## src/rtl/ckmon_pkg.sv

```systemverilog
package ckmon_pkg;
  localparam int WR_W = 4;
  localparam int RD_W = 6;
  localparam int B_EN   = 0;
  localparam int B_FLAG = 1;
  localparam int B_IEN  = 2;
  localparam int B_SEL  = 3;
  localparam int B_IST  = 4;
  localparam int B_EST  = 5;
  typedef enum logic {SRC_INT = 1'b0, SRC_EXT = 1'b1} src_e;
endpackage

```

## src/rtl/ckmon_edge_det.sv

```systemverilog
module ckmon_edge_det #(
  parameter int STAGES = 2
) (
  input  logic clk,
  input  logic rst,
  input  logic async_in,
  output logic edge_o
);
  logic [STAGES-1:0] chain;
  logic              last_q;

  always_ff @(posedge clk) begin
    if (rst) begin
      chain  <= '0;
      last_q <= 1'b0;
      edge_o <= 1'b0;
    end else begin
      chain  <= {chain[STAGES-2:0], async_in};
      last_q <= chain[STAGES-1];
      edge_o <= chain[STAGES-1] & ~last_q;
    end
  end
endmodule

```

## src/rtl/ckmon_watch.sv

```systemverilog
module ckmon_watch #(
  parameter int CNT_W = 5
) (
  input  logic             clk,
  input  logic             rst,
  input  logic             clear,
  input  logic             ref_edge,
  input  logic             mon_edge,
  input  logic [CNT_W-1:0] win_len,
  output logic             lost_o
);
  logic [CNT_W-1:0] ref_cnt;
  logic             seen;
  logic             win_end;

  assign win_end = (ref_cnt == win_len - CNT_W'(1));

  always_ff @(posedge clk) begin
    if (rst || clear) begin
      ref_cnt <= '0;
      seen    <= 1'b0;
      lost_o  <= 1'b0;
    end else begin
      lost_o <= 1'b0;
      if (mon_edge) seen <= 1'b1;
      if (ref_edge) begin
        if (win_end) begin
          ref_cnt <= '0;
          seen    <= 1'b0;
          lost_o  <= ~seen & ~mon_edge;
        end else begin
          ref_cnt <= ref_cnt + CNT_W'(1);
        end
      end
    end
  end
endmodule

```

## src/rtl/ckmon_top.sv

```systemverilog
module ckmon_top
  import ckmon_pkg::*;
#(
  parameter int WIN_EDGES   = 4,
  parameter int SLOW_SCALE  = 4,
  parameter int SYNC_STAGES = 2
) (
  input  logic            clk,
  input  logic            rst,
  input  logic            int_clk,
  input  logic            ext_clk,
  input  logic            int_stable,
  input  logic            ext_stable,
  input  logic            ext_slow,
  input  logic            reg_rd,
  input  logic            reg_wr,
  input  logic [WR_W-1:0] reg_wdata,
  output logic [RD_W-1:0] reg_rdata,
  output logic            irq,
  output logic            clk_sel,
  output logic            main_clk,
  output logic            tbase_clk
);
  localparam int LONG_WIN = WIN_EDGES * SLOW_SCALE;
  localparam int CNT_W    = $clog2(LONG_WIN + 1);

  logic       mon_en, flag, ien, armed;
  src_e       sel;
  logic       en_n, flag_n, ien_n, armed_n;
  src_e       sel_n;
  logic [1:0] src_raw, edge_v, lost_v;
  logic [CNT_W-1:0] win_v [2];
  logic       lost_int, lost_ext, sel_clk;

  assign src_raw  = {ext_clk, int_clk};
  assign win_v[0] = CNT_W'(WIN_EDGES);
  assign win_v[1] = ext_slow ? CNT_W'(LONG_WIN) : CNT_W'(WIN_EDGES);

  // index 0 watches the internal source, index 1 the external one
  for (genvar g = 0; g < 2; g++) begin : g_src
    ckmon_edge_det #(.STAGES(SYNC_STAGES)) u_edge (
      .clk(clk), .rst(rst), .async_in(src_raw[g]), .edge_o(edge_v[g])
    );
    ckmon_watch #(.CNT_W(CNT_W)) u_watch (
      .clk(clk), .rst(rst), .clear(~mon_en),
      .ref_edge(edge_v[1-g]), .mon_edge(edge_v[g]),
      .win_len(win_v[g]), .lost_o(lost_v[g])
    );
  end

  assign lost_int = lost_v[0];
  assign lost_ext = lost_v[1];

  always_comb begin
    en_n    = mon_en;
    flag_n  = flag;
    ien_n   = ien;
    sel_n   = sel;
    armed_n = armed;
    if (reg_wr) begin
      ien_n = reg_wdata[B_IEN];
      if (!reg_wdata[B_EN])             en_n = 1'b0;
      else if (int_stable && ext_stable) en_n = 1'b1;
      if (!mon_en) sel_n = src_e'(reg_wdata[B_SEL]);
      if (armed && !reg_wdata[B_FLAG]) begin
        flag_n  = 1'b0;
        armed_n = 1'b0;
      end
    end
    if (mon_en && lost_int) begin
      flag_n = 1'b1;
      sel_n  = SRC_EXT;
    end else if (mon_en && lost_ext) begin
      flag_n = 1'b1;
      sel_n  = SRC_INT;
    end
    if (reg_rd && flag && flag_n) armed_n = 1'b1;
  end

  always_ff @(posedge clk) begin
    if (rst) begin
      mon_en    <= 1'b0;
      flag      <= 1'b0;
      ien       <= 1'b0;
      sel       <= SRC_INT;
      armed     <= 1'b0;
      irq       <= 1'b0;
      reg_rdata <= '0;
    end else begin
      mon_en <= en_n;
      flag   <= flag_n;
      ien    <= ien_n;
      sel    <= sel_n;
      armed  <= armed_n;
      irq    <= flag_n & ien_n;
      if (reg_rd)
        reg_rdata <= {ext_stable, int_stable, sel, ien, flag, mon_en};
    end
  end

  assign clk_sel   = sel;
  assign sel_clk   = (sel == SRC_EXT) ? ext_clk : int_clk;
  assign main_clk  = sel_clk;
  assign tbase_clk = sel_clk;
endmodule

```

## config.mk

```make
export PLATFORM = sky130hd
export DESIGN_NAME = ckmon_top
export DESIGN_NICKNAME = d
export VERILOG_FILES = /design/src/rtl/ckmon_pkg.sv /design/src/rtl/ckmon_edge_det.sv /design/src/rtl/ckmon_watch.sv /design/src/rtl/ckmon_top.sv
export SDC_FILE = /design/constraint.sdc
export NUM_CORES = 1
export LEC_CHECK = 0
export ABC_AREA = 1
export ABC_CLOCK_PERIOD_IN_PS = 3170
export CAP_MARGIN = 20
export CORE_ASPECT_RATIO = 0.7
export CORE_MARGIN = 2
export CORE_UTILIZATION = 58
export DETAILED_ROUTE_END_ITERATION = 10
export GPL_TIMING_DRIVEN = 0
export PLACE_DENSITY_LB_ADDON = 0.1
export SYNTH_ARGS = -nofsm -noshare
export SYNTH_HDL_FRONTEND = slang
export SYNTH_HIERARCHICAL = 1
export SYNTH_SLANG_ARGS = --single-unit
```

## constraint.sdc

```tcl
create_clock -name clk -period 3.17 [get_ports clk]
set_input_delay 0.4755 -clock clk [delete_from_list [all_inputs] [get_ports clk]]
set_output_delay 0.4755 -clock clk [all_outputs]
set_load 0.02 [all_outputs]
```

Word-level counts from Yosys, hierarchy flattened
Index checks and enable logic that the tools add are counted.
{"block": "classes", "add_sub_neg": 3, "multipliers": 0, "n_div": 0, "n_lt_le_gt_ge": 0, "eq_ne": 4, "n_shift": 0, "muxes": 24, "bitwise_logic": 14, "reduce_logical": 16}
{"op": "$mux 1", "count": 21}
{"op": "$mux 5", "count": 3}
{"op": "$add 5x1->5 const B", "count": 2}
{"op": "$not 1->1", "count": 9}
{"op": "$logic_and 1x1->1", "count": 6}
{"op": "$reduce_and 2->1", "count": 3}
{"op": "$reduce_or 3->1", "count": 2}
{"op": "$and 1x1->1", "count": 5}
{"op": "$eq 5x2->1 const B", "count": 1}
{"op": "$eq 5x5->1", "count": 1}
{"op": "$sub 5x1->5 const B", "count": 1}
{"op": "$reduce_bool 2->1", "count": 2}
{"op": "$ne 3x1->1 const B", "count": 1}
{"op": "$reduce_bool 3->1", "count": 1}
{"op": "$ne 2x1->1 const B", "count": 1}
{"op": "$logic_not 1->1", "count": 1}
{"op": "$logic_or 1x1->1", "count": 1}
{"block": "totals", "register_bits": 34, "latchBits": 0, "mem_bits_rw": 0, "romBits": 0, "inputBits": 13, "out_inout_bits": 10, "word_cells": 80, "n_memories": 0}

Depth between registers and ports, before layout
{"block": "logic_depth", "word_depth": 9, "ltp_mapped": 11, "ltp_nobuf": 11}

Modules after synthesis
The synthesis kept the hierarchy.
{"module": "ckmon_watch", "instances": 2, "cells_per_inst": 76, "area_per_inst_um2": 475.5, "seq_area_each_um2": 140.1}
{"module": "ckmon_top", "instances": 1, "cells_per_inst": 66, "area_per_inst_um2": 479.2, "seq_area_each_um2": 240.2}
{"module": "ckmon_edge_det", "instances": 2, "cells_per_inst": 12, "area_per_inst_um2": 115.1, "seq_area_each_um2": 80.1}

Least setup slack after synthesis
Ideal clock, no wire load.
{"block": "synth_path", "path_kind": "flip-flop to output port", "from": "register sel (netlist: clk_sel)", "to": "output port tbase_clk", "arrival_time_ps": 1062, "path_slack_ps": 1633, "stages_incl_launch_ff": 3, "cell_sequence": "dfxtp_1 -> mux2_2 -> buf_4"}
{"block": "synth_between", "elab_chain_cells": 1}
{"item": "start: declaration", "line_no": "ckmon_top.sv:28", "rtl": "src_e sel;"}
{"item": "start signal: assignment", "line_no": "ckmon_top.sv:93", "rtl": "sel <= sel_n;"}
{"item": "$mux 1", "line_no": "ckmon_top.sv:102", "rtl": "assign sel_clk = (sel == SRC_EXT) ? ext_clk : int_clk;"}
{"item": "end: declaration", "line_no": "ckmon_top.sv:22", "rtl": "output logic tbase_clk"}
No other way between the ends.

Worst setup path after layout
{"block": "layout_path", "from": "input port ext_clk", "to": "output port tbase_clk"}
{"block": "layout_between", "elab_chain_cells": 1}
{"item": "start: declaration", "line_no": "ckmon_top.sv:11", "rtl": "input logic ext_clk,"}
{"item": "$mux 1", "line_no": "ckmon_top.sv:102"}
No other way between the ends.

==> run summary <==
final instance area: 2110 um2
Sink Count: 34
fin util: 76.3%
slack of the critical path: 0.878 ns
number of DRC markers in iteration 0: 56
fin. max-slew vios: 0
Final min period: 2.29 ns
Critical-path top delay cell: clkdlybuf4s50_1
drt first pass iters: 4
post-CTS setup buffers: 0
TritonCTS clock tree: done
routed len/inst: 9.37 um
Die Y: 48.8 um
cell depth of the worst setup path: 4
Final Cycle Share: 72.3%
Synth Area in Compound Gates: 4.97%
Simple-Gate Fraction of Synth Area: 35.4%
overall routed net length: 3110 um
Setup TNS: 0 ns
via/cell ratio: 4.46
Root Buffer: clkbuf_8
CP max stage delay: 0.52 ns
relative slew slack: 65.3%
I/O Pins: 23
hold depth: 1
Critical Path RT: 2.69 ns
Port Buf Inserts: 22
share of cells above drive strength 1: 9.12%
Total GRT Usage: 22.1%
post-CTS resize count: 0
Final nets: 312
Crit Path Max Fanout: 2
largest family of logic cells by synthesized area: simple AND/OR/NAND/NOR gates
Placed Area: 2020 um2
Synth Cell Area: 1660 um2
DR DRC count: 0
most used cell, CP: clkdlybuf4s50_1
Worst Tran Pin Value: 0.519 ns
Hold WC Path Type: reg -> reg
Synth-to-Final Area Change: 26.9%
CTS clk-pin slew, worst paths: 0.06 ns
total gr overflow: 0
syn avg cell area: 6.86 um2
number of buffers inserted by hold repair at cts: 0
adder-cell share of the synthesized area: 3.01%
die area: 3310 um2
Reg2Reg Depth: 5
first-pass GRT wire length: 5490 um
endpoint class of the critical path: primary output
WS Path Type: in -> out
GP Congestion: 0.770
status: completed
core region area: 2760 um2
total vias in the final route: 1480
fill count: 226
Top delay family on crit path: buffers and inverters
data arrival time of the worst path: 1.82 ns
RSZ-0062 raised after global routing: false
max cap viols: 0
largest net degree at the start of global routing: 14
setup violators final: 0
Placed Cells: 324
Final Skew: 0.00397 ns
Bufs on Longest Clock Path: 2
Leakage: 0.00101 uW
Max VDD drop: 0.346 mV
Initial Util: 60.1%
Num CTS Buffers: 5
vias in the first global route: 1376
diode count: 0
multiplexer share of the synthesized area: 1.88%
synth warn: 6
post-synthesis sequential area ratio: 41.0%
Placement Rows: 16
max frequency: 436 MHz
crit start category: input port
post-synthesis cell count: 242
final cell count without fillers: 332
number of synthesized register bits: 34
die extent in x: 68.0 um
post-route ant nets: 0
Buf/Inv on CP: 3
Detailed Place HPWL: 2350 um
worst-path cell chain: clkdlybuf4s50_1, mux2_2, buf_4, clkdlybuf4s50_1
post-synthesis cell type count: 24
Synth Area in XOR/XNOR: 4.22%
pre-CTS WS: 0.876 ns
initial antenna violation count: 0
Final Hold Fails: 0
Clock H-tree levels: 2
Skew-Pair Late Insertion Delay: 0.28 ns
power density cells: 413 nW/um2
-- routing by layer --
layer	vias up	GRT usage (%)	share of wire, %
li1	809	-	-
met1	637	28.8	52
met2	30	34.3	42
met3	4	7.67	5.2
met4	0	7.00	0.80
met5	-	0	0
-- final cells by class --
| type | count | area, um2 | area share, % |
|---|---|---|---|
| Inverter | 38 | 143 | 6.77 |
| Sequential cell | 34 | 681 | 32.3 |
| Timing Repair Buffer | 22 | 220 | 10.5 |
| Buffer | 1 | 7.51 | 0.356 |
| Tap cell | 36 | 45.0 | 2.14 |
| Clock inverter | 1 | 5.00 | 0.238 |
| Clock buffer | 7 | 86.3 | 4.10 |
| Multi-Input combinational cell | 193 | 920 | 43.6 |
-- per-stage QoR --
step                      hold slack, ns  total power, uW
after CTS                          0.399              875
after global placement             0.384              553
after floorplan                    0.382              514
after global routing               0.406              914
final                              0.396              870
after detailed placement           0.390              554
-- logic make-up after synthesis --
group                    count (synthesis)
adder cells (fa/ha/maj)                  4
XOR/XNOR                                 8
multiplexers                             3
AO/OA/AOI/OAI                           14
other                                    2
AND/OR/NAND/NOR                        138
flip-flops                              34
buffers and inverters                   39
-- power breakdown --
part | switching [uW] | total (uW) | internal (uW)
clock network | 147 | 322 | 175
logic | 56.7 | 105 | 48.3
registers | 6.19 | 444 | 437
total | 210 | 870 | 661
-- flip-flops by register name (all words and copies together), names as in the netlist --
name / flops
g_src.u_edge/edge_o: 2
clk_sel: 1
g_src.u_edge/last_q: 2
g_src.u_watch/lost_o: 2
armed: 1
irq: 1
reg_rdata: 6
mon_en: 1
g_src.u_edge/chain: 4
g_src.u_watch/seen: 2
flag: 1
g_src.u_watch/ref_cnt: 10
ien: 1
-- Yosys cell counts --
library cell  number  area, um2
nand2_4            2       22.5
or2_1              2       12.5
conb_1             2       7.51
nand2_2            4       25.0
inv_2              5       18.8
a21oi_1            5       25.0
o21ai_1            1       5.00
or2_0              1       6.26
xnor2_1            2       17.5
nand3_1           12       60.1
o21ai_0            6       30.0
dfxtp_1           34        681
xor2_1             6       52.6
inv_1             33        124
nand4_1            2       12.5
nand2_1           59        221
nor2_2             5       31.3
nor3_1             4       20.0
mux2i_1            2       20.0
a21boi_2           2       22.5
mux2_2             1       11.3
ha_1               4       50.1
buf_4              1       7.51
nor2_1            47        176
-- placed cells by master (no fill, tap or decap), types with 2 or more instances in the layout --
cell type / instances
nor2_2: 5
clkbuf_8: 6
nor3_1: 4
or2_1: 2
clkdlybuf4s50_1: 22
dfxtp_1: 34
inv_1: 33
xnor2_1: 2
nand2_2: 4
inv_2: 5
o21ai_0: 6
a21boi_2: 2
nand3_1: 12
ha_1: 4
nor2_1: 47
xor2_1: 6
conb_1: 26
nand4_1: 2
nand2_1: 59
mux2i_1: 2
nand2_4: 2
a21oi_1: 5
-- path summary, 6_finish.rpt --
kind	start	end	slack (ns)
setup / recovery	ext_clk	tbase_clk	0.88
hold / removal	g_src[1].u_edge/last_q	g_src[1].u_edge/edge_o	0.40
setup reg to reg	g_src[1].u_watch/ref_cnt[0]	g_src[1].u_watch/ref_cnt[4]	1.92
hold reg to reg	g_src[1].u_edge/last_q	g_src[1].u_edge/edge_o	0.40
(Power assumes the default switching activity.)
